$ cat src/rtl/sd_ident_pkg.sv
package sd_ident_pkg;

  // command indices used by the sequence
  localparam logic [5:0] CMD_GO_IDLE  = 6'd0;
  localparam logic [5:0] CMD_OP_COND  = 6'd1;
  localparam logic [5:0] CMD_ALL_CID  = 6'd2;
  localparam logic [5:0] CMD_REL_ADDR = 6'd3;
  localparam logic [5:0] CMD_IO_PROBE = 6'd5;
  localparam logic [5:0] CMD_SELECT   = 6'd7;
  localparam logic [5:0] CMD_VOLT_CHK = 6'd8;
  localparam logic [5:0] CMD_GET_CSD  = 6'd9;
  localparam logic [5:0] CMD_SET_BLK  = 6'd16;
  localparam logic [5:0] CMD_SD_OP    = 6'd41;
  localparam logic [5:0] CMD_APP      = 6'd55;

  localparam logic [1:0] RSP_OK = 2'd0;

  typedef enum logic [2:0] {
    CT_NONE = 3'd0, CT_IO = 3'd1, CT_MMC = 3'd2,
    CT_SD1 = 3'd3, CT_SD2_STD = 3'd4, CT_SD2_HC = 3'd5
  } card_e;

  typedef enum logic [3:0] {
    E_NONE = 4'd0, E_UNSUP = 4'd1, E_ECHO = 4'd2, E_LOOP_TMO = 4'd3,
    E_CMD0 = 4'd4, E_CMD41 = 4'd5, E_CMD1 = 4'd6, E_CMD2 = 4'd7,
    E_CMD3 = 4'd8, E_CMD9 = 4'd9, E_CMD7 = 4'd10, E_CMD16 = 4'd11
  } err_e;

  typedef enum logic [2:0] {
    F_IDLE, F_CMD, F_EVAL, F_SRST, F_WAIT, F_DONE
  } fsm_e;

endpackage

$ cat src/rtl/ident_count.sv
module ident_count #(
  parameter int LIMIT = 4
) (
  input  logic clk,
  input  logic rst,
  input  logic clr,
  input  logic inc,
  output logic at_last
);
  localparam int CW = (LIMIT > 1) ? $clog2(LIMIT) : 1;

  logic [CW-1:0] cnt;

  always_ff @(posedge clk) begin
    if (rst || clr)
      cnt <= '0;
    else if (inc && !at_last)
      cnt <= cnt + 1'b1;
  end

  assign at_last = (cnt == CW'(LIMIT - 1));
endmodule

$ cat src/rtl/sd_ident_seq.sv
module sd_ident_seq
  import sd_ident_pkg::*;
#(
  parameter int          WAIT_CYCLES  = 200000,
  parameter int          MAX_TRIES    = 1000,
  parameter int          BLOCK_LEN    = 512,
  parameter logic [31:0] VCHK_PATTERN = 32'h0000_01AA,
  parameter logic [31:0] OCR_INIT     = 32'h00FF_8000
) (
  input  logic        clk,
  input  logic        rst,
  input  logic        start,
  output logic        cmd_req,
  output logic [5:0]  cmd_idx,
  output logic [31:0] cmd_arg,
  input  logic        cmd_rsp_valid,
  input  logic [1:0]  cmd_rsp_status,
  input  logic [31:0] cmd_rsp_data,
  output logic        srst_req,
  input  logic        srst_done,
  output logic        done,
  output logic        ready,
  output logic [2:0]  card_type,
  output logic [15:0] rca,
  output logic [3:0]  err_code
);
  localparam logic [31:0] BLK_ARG = 32'(BLOCK_LEN);
  localparam int          BUSY_BIT = 31;
  localparam int          CAP_BIT  = 30;

  fsm_e        state;
  logic        v2_card;
  logic [31:0] ocr_word;
  logic [31:0] rsp_q;
  logic        ok_q;
  logic        wait_done;
  logic        try_last;
  logic        try_inc;
  logic        begin_seq;

  assign begin_seq = start && (state == F_IDLE || state == F_DONE);
  assign try_inc   = (state == F_EVAL) && (cmd_idx == CMD_SD_OP) && ok_q && !rsp_q[BUSY_BIT];

  ident_count #(.LIMIT(WAIT_CYCLES)) u_wait (
    .clk(clk), .rst(rst), .clr(state != F_WAIT), .inc(1'b1), .at_last(wait_done)
  );

  ident_count #(.LIMIT(MAX_TRIES)) u_tries (
    .clk(clk), .rst(rst), .clr(begin_seq), .inc(try_inc), .at_last(try_last)
  );

  always_ff @(posedge clk) begin
    if (rst) begin
      state     <= F_IDLE;
      cmd_req   <= 1'b0;
      cmd_idx   <= CMD_GO_IDLE;
      cmd_arg   <= '0;
      srst_req  <= 1'b0;
      done      <= 1'b0;
      ready     <= 1'b0;
      card_type <= CT_NONE;
      rca       <= '0;
      err_code  <= E_NONE;
      v2_card   <= 1'b0;
      ocr_word  <= OCR_INIT;
      rsp_q     <= '0;
      ok_q      <= 1'b0;
    end else begin
      case (state)
        F_IDLE, F_DONE: begin
          if (start) begin
            done      <= 1'b0;
            ready     <= 1'b0;
            card_type <= CT_NONE;
            rca       <= '0;
            err_code  <= E_NONE;
            v2_card   <= 1'b0;
            ocr_word  <= OCR_INIT;
            cmd_idx   <= CMD_GO_IDLE;
            cmd_arg   <= '0;
            cmd_req   <= 1'b1;
            state     <= F_CMD;
          end
        end
        F_CMD: begin
          if (cmd_rsp_valid) begin
            cmd_req <= 1'b0;
            rsp_q   <= cmd_rsp_data;
            ok_q    <= (cmd_rsp_status == RSP_OK);
            state   <= F_EVAL;
          end
        end
        F_EVAL: begin
          // default: launch the next command with a zero argument
          cmd_req <= 1'b1;
          cmd_arg <= '0;
          state   <= F_CMD;
          case (cmd_idx)
            CMD_GO_IDLE: begin
              if (ok_q) cmd_idx <= CMD_IO_PROBE;
              else begin cmd_req <= 1'b0; done <= 1'b1; err_code <= E_CMD0; state <= F_DONE; end
            end
            CMD_IO_PROBE: begin
              if (ok_q) begin
                cmd_req <= 1'b0; done <= 1'b1; card_type <= CT_IO; err_code <= E_UNSUP; state <= F_DONE;
              end else begin
                cmd_req <= 1'b0; srst_req <= 1'b1; cmd_idx <= CMD_VOLT_CHK; state <= F_SRST;
              end
            end
            CMD_VOLT_CHK: begin
              if (!ok_q) begin
                cmd_req <= 1'b0; srst_req <= 1'b1; cmd_idx <= CMD_APP; state <= F_SRST;
              end else if (rsp_q != VCHK_PATTERN) begin
                cmd_req <= 1'b0; done <= 1'b1; err_code <= E_ECHO; state <= F_DONE;
              end else begin
                v2_card <= 1'b1; cmd_idx <= CMD_APP;
              end
            end
            CMD_APP: begin
              if (ok_q) begin
                cmd_idx <= CMD_SD_OP;
                cmd_arg <= ocr_word | (32'(v2_card) << CAP_BIT);
              end else cmd_idx <= CMD_OP_COND;
            end
            CMD_OP_COND: begin
              cmd_req <= 1'b0; done <= 1'b1; state <= F_DONE;
              if (ok_q) begin card_type <= CT_MMC; err_code <= E_UNSUP; end
              else err_code <= E_CMD1;
            end
            CMD_SD_OP: begin
              if (!ok_q) begin
                cmd_req <= 1'b0; done <= 1'b1; err_code <= E_CMD41; state <= F_DONE;
              end else begin
                ocr_word <= rsp_q;
                if (rsp_q[BUSY_BIT]) begin
                  cmd_idx   <= CMD_ALL_CID;
                  card_type <= !v2_card ? CT_SD1 : (rsp_q[CAP_BIT] ? CT_SD2_HC : CT_SD2_STD);
                end else if (try_last) begin
                  cmd_req <= 1'b0; done <= 1'b1; err_code <= E_LOOP_TMO; state <= F_DONE;
                end else begin
                  cmd_req <= 1'b0; state <= F_WAIT;
                end
              end
            end
            CMD_ALL_CID: begin
              if (ok_q) cmd_idx <= CMD_REL_ADDR;
              else begin cmd_req <= 1'b0; done <= 1'b1; err_code <= E_CMD2; state <= F_DONE; end
            end
            CMD_REL_ADDR: begin
              if (ok_q) begin
                rca     <= rsp_q[31:16];
                cmd_idx <= CMD_GET_CSD;
                cmd_arg <= {rsp_q[31:16], 16'h0000};
              end else begin cmd_req <= 1'b0; done <= 1'b1; err_code <= E_CMD3; state <= F_DONE; end
            end
            CMD_GET_CSD: begin
              if (ok_q) begin cmd_idx <= CMD_SELECT; cmd_arg <= {rca, 16'h0000}; end
              else begin cmd_req <= 1'b0; done <= 1'b1; err_code <= E_CMD9; state <= F_DONE; end
            end
            CMD_SELECT: begin
              if (ok_q) begin cmd_idx <= CMD_SET_BLK; cmd_arg <= BLK_ARG; end
              else begin cmd_req <= 1'b0; done <= 1'b1; err_code <= E_CMD7; state <= F_DONE; end
            end
            default: begin
              cmd_req <= 1'b0; done <= 1'b1; state <= F_DONE;
              if (ok_q) ready <= 1'b1;
              else err_code <= E_CMD16;
            end
          endcase
        end
        F_SRST: begin
          if (srst_done) begin
            srst_req <= 1'b0;
            cmd_req  <= 1'b1;
            cmd_arg  <= (cmd_idx == CMD_VOLT_CHK) ? VCHK_PATTERN : 32'h0;
            state    <= F_CMD;
          end
        end
        F_WAIT: begin
          if (wait_done) begin
            cmd_req <= 1'b1;
            cmd_idx <= CMD_APP;
            cmd_arg <= '0;
            state   <= F_CMD;
          end
        end
        default: state <= F_IDLE;
      endcase
    end
  end
endmodule

$ cat config.mk
export PLATFORM = sky130hd
export DESIGN_NAME = sd_ident_seq
export DESIGN_NICKNAME = d
export VERILOG_FILES = /design/src/rtl/sd_ident_pkg.sv /design/src/rtl/ident_count.sv /design/src/rtl/sd_ident_seq.sv
export SDC_FILE = /design/constraint.sdc
export NUM_CORES = 1
export LEC_CHECK = 0
export BUFFER_PORTS_ARGS = -buffer_cell sky130_fd_sc_hd__buf_2
export CORE_MARGIN = 5
export CORE_UTILIZATION = 35
export CTS_BUF_LIST = sky130_fd_sc_hd__clkbuf_8
export CTS_CLUSTER_SIZE = 10
export DETAILED_ROUTE_END_ITERATION = 8
export PLACE_DENSITY_LB_ADDON = 0.1
export SLEW_MARGIN = 15
export SYNTH_ARGS = -nofsm -noshare
export SYNTH_HDL_FRONTEND = slang
export SYNTH_SLANG_ARGS = --single-unit
export TNS_END_PERCENT = 5
$ cat constraint.sdc
create_clock -name clk -period 2.61 [get_ports clk]
set_input_delay 0.261 -clock clk [delete_from_list [all_inputs] [get_ports clk]]
set_output_delay 0.261 -clock clk [all_outputs]
set_load 0.05 [all_outputs]
==> flow_summary_export.csv <==
group,metric,value,unit
clocking,hold_buffers,0,
clocking,cts_tree,"yes",
yosys,postSynthCellCount,879,
worst_setup_path,cp_cell_sequence,"nor4_1 > nand4_1 > o21ai_1 > o2111ai_2 > nor2_1 > mux2i_1",
worst_setup_path,crit_type,"flip-flop to flip-flop",
sta,fin_crit_sh,94.6,%
worst_setup_path,ff2ff_path_depth,6,
global_route,grt_pass1_vias,6376,
yosys,post_synth.cell_area_avg,8.33,um2
die,die_area,23900,um2
pwr,fin_total_pwr,0.00775,W
yosys,synth_common_cells,"dfxtp_1, nand2_1, nor2_1",
worst_setup_path,worstReg2RegEnd,"cmd_idx[0]",
job,maxCapViolations,0,
worst_setup_path,crit_path_end_kind,"flip-flop",
sta,hold_viol_final,0,
global_route,antenna_found_initial,0,
clocking,post_cts_buffers,0,
worst_setup_path,crit_family,"simple AND/OR/NAND/NOR gates",
drt,vias,6819,
cells_and_area,num_antenna_cells,0,
global_route,track_usage,19.3,%
clocking,cts_resized,0,
global_route,grt_overflow_total,0,
worst_setup_path,critPathRequiredTime,2.99,ns
worst_setup_path,cp.buffers_inverters,0,
cells_and_area,seq_area,3240,um2
yosys,synth.most_common_cell,"dfxtp_1",
global_route,grt_max_degree,61,
die,die_y,155,um
sta,tns,0,ns
yosys,synth_nets,920,
yosys,synth-seq-area-share,44.3,%
global_route,grt_pass1_wl,36600,um
place,portBuffers,103,
clocking,clkLatencyLatePin,0.46,ns
worst_setup_path,r2r-start,"rsp_q[20]",
yosys,async_flop_share,0,%
drt,routed_via_density,5.38,
place,dp_hpwl,16400,um
cells_and_area,drive_above_1_share,20.3,%
run_status,status,"complete, no violations",
clocking,cts_max_level,4,
cells_and_area,multi_input_area,3740,um2
pwr,p_per_area,893,nW/um2
clocking,cts_buffers,17,
worst_hold_path,hold_class,"input port to flip-flop",
place,place_area,8260,um2
pwr,peakVddDrop,0.410,mV
sta,finClkSkew,0.0198,ns
die,core,20800,um2
clocking,clock_sinks,162,
yosys,synth.distinct_cells,80,
die,die-width,155,um
sta,fin_hold_ws,0.0263,ns
worst_setup_path,r2r_slack,0.14,ns
cells_and_area,finalInstanceArea,8680,um2
cells_and_area,fin_nets,1023,
drt,drt_iter0_drc,499,
worst_setup_path,crit_fanout,5,
sta,drv_slew,0,
yosys,synth_top_area_share,44.3,%
sta,relSlewSlack,50.0,%
worst_hold_path,whs_endpoint,"rsp_q[23]",
worst_setup_path,cp_slowest_cell,"nor4_1",
pwr,leakagePower,3.24,nW
die,ios,104,
drt,wl_per_cell,18.6,um
drt,route.detailed.drc,0,
cells_and_area,fillerInstances,2176,
place,place.gp.congestion,0.856,
worst_hold_path,hp-start,"cmd_rsp_data[23]",
clocking,clock_path_buffers,2,
drt,dr.pass1.iters,6,
sta,rsz0062_at_grt,"false",
yosys,ys_top_cells_by_area,"dfxtp_1, nand2_1, a21oi_1",
yosys,synthFlopType,"dfxtp_1",
clocking,clk_pin_slew_worst_paths,0.10,ns
sta,worstMarginPinSlew,0.741,ns
sta,setup_violations,0,
yosys,syn_area,7320,um2
worst_setup_path,critPathMaxStageDelay,0.55,ns
cells_and_area,syn_to_final_growth,18.6,%
die,initial_core_util,35.2,%
worst_hold_path,min_path_cells,3,
drt,finalWirelength,23600,um
yosys,ys_warn_count,0,
cells_and_area,final_cells,1268,
place,dp.cells,1238,
yosys,synth_top_area_cell,"dfxtp_1",
die,num_rows,53,
yosys,ys_ff_latch,162,
clocking,ctsRootBufferMaster,"clkbuf_8",
yosys,synth-edff-count,0,
sta,timing.final.crit_period,2.47,ns
drt,postRouteAntennaNets,0,
worst_setup_path,crit_path_start_kind,"flip-flop",
sta,max_freq,0.405,GHz
worst_setup_path,cp.arrival,2.85,ns
==> worst register-to-register path, stage by stage (launching register included) <==
cell,delay [ns]
dfxtp_1,0.38
nor4_1,0.55
nand4_1,0.34
o21ai_1,0.36
o2111ai_2,0.18
nor2_1,0.36
mux2i_1,0.22
==> cells by family after synthesis <==
family	share of synthesized area [%]
and+or+nand+nor	24.4
xor gates and xnor gates	2.51
AOI/OAI and AO/OA	21.6
DFF	44.3
adders and majority gates	0.478
buffers and inverters	4.75
muxes	1.93
==> stage by stage <==
stage               setup WS [ns]  util (%)
floorplan                   0.300         -
global placement           0.0309      39.7
detailed placement          0.109      39.7
CTS                        0.0841      41.7
global route              0.00919      41.7
finish                      0.141      41.7
==> where the power goes <==
group	internal (W)	switching, W	total (W)
Clock	0.000987	0.00103	0.00201
Combinational	0.000894	0.00185	0.00275
Sequential	0.00267	0.000325	0.00300
Total	0.00455	0.00320	0.00775
==> routing by layer <==
metal | routed length [um] | global-route usage [%] | vias to the layer above
li1 | - | - | 3369
met5 | 0 | 0 | -
met1 | 10900 | 26.8 | 3222
met3 | 1210 | 3.58 | 19
met2 | 11200 | 30.8 | 209
met4 | 303 | 5.13 | 0
==> worst max path at each step <==
stage,start,endpoint,slack [ns],cells after the start
after floorplan,cmd_idx[3],cmd_arg[16],0.30,8
after global placement,rsp_q[20],err_code[3],0.03,6
final,rsp_q[20],cmd_idx[0],0.14,6
after detailed placement,rsp_q[20],err_code[0],0.11,6
after global routing,rsp_q[20],cmd_idx[0],0.009,6
after CTS,rsp_q[20],err_code[0],0.08,6
==> placed cells by master, fill, tap and decap left out, types with 5 or more instances in the layout <==
| cell type | instances |
|---|---|
| nand3_1 | 38 |
| a22oi_1 | 20 |
| mux2i_1 | 13 |
| buf_2 | 102 |
| dfxtp_1 | 162 |
| a21oi_1 | 88 |
| nand2_1 | 126 |
| clkbuf_8 | 18 |
| a222oi_1 | 16 |
| nor2b_1 | 6 |
| nor4_1 | 8 |
| o2bb2ai_1 | 17 |
| or3_1 | 9 |
| xnor2_1 | 8 |
| nand4_1 | 12 |
| nand2b_1 | 12 |
| nor2_1 | 95 |
| o21ai_0 | 25 |
| inv_1 | 16 |
| o21bai_1 | 11 |
| a221oi_1 | 7 |
| and2_1 | 5 |
| buf_4 | 43 |
| nor3_1 | 19 |
| xor2_1 | 13 |
==> sequential cells by signal, indices dropped and copies added, names as in the netlist, 4 cells and up <==
register / count
u_wait.cnt: 18
cmd_arg: 32
rca: 16
u_tries.cnt: 10
cmd_idx: 6
rsp_q: 32
err_code: 4
ocr_word: 32
==> final cells by class <==
| cell class | instances | area share [%] |
|---|---|---|
| Sequential cell | 162 | 37.3 |
| Clock buffer | 18 | 2.85 |
| Inverter | 16 | 0.692 |
| Timing Repair Buffer | 147 | 10.1 |
| Clock inverter | 12 | 1.96 |
| Multi-Input combinational cell | 638 | 43.1 |
| Tap cell | 275 | 3.96 |
Note: power is estimated with default switching activity, not from simulation.
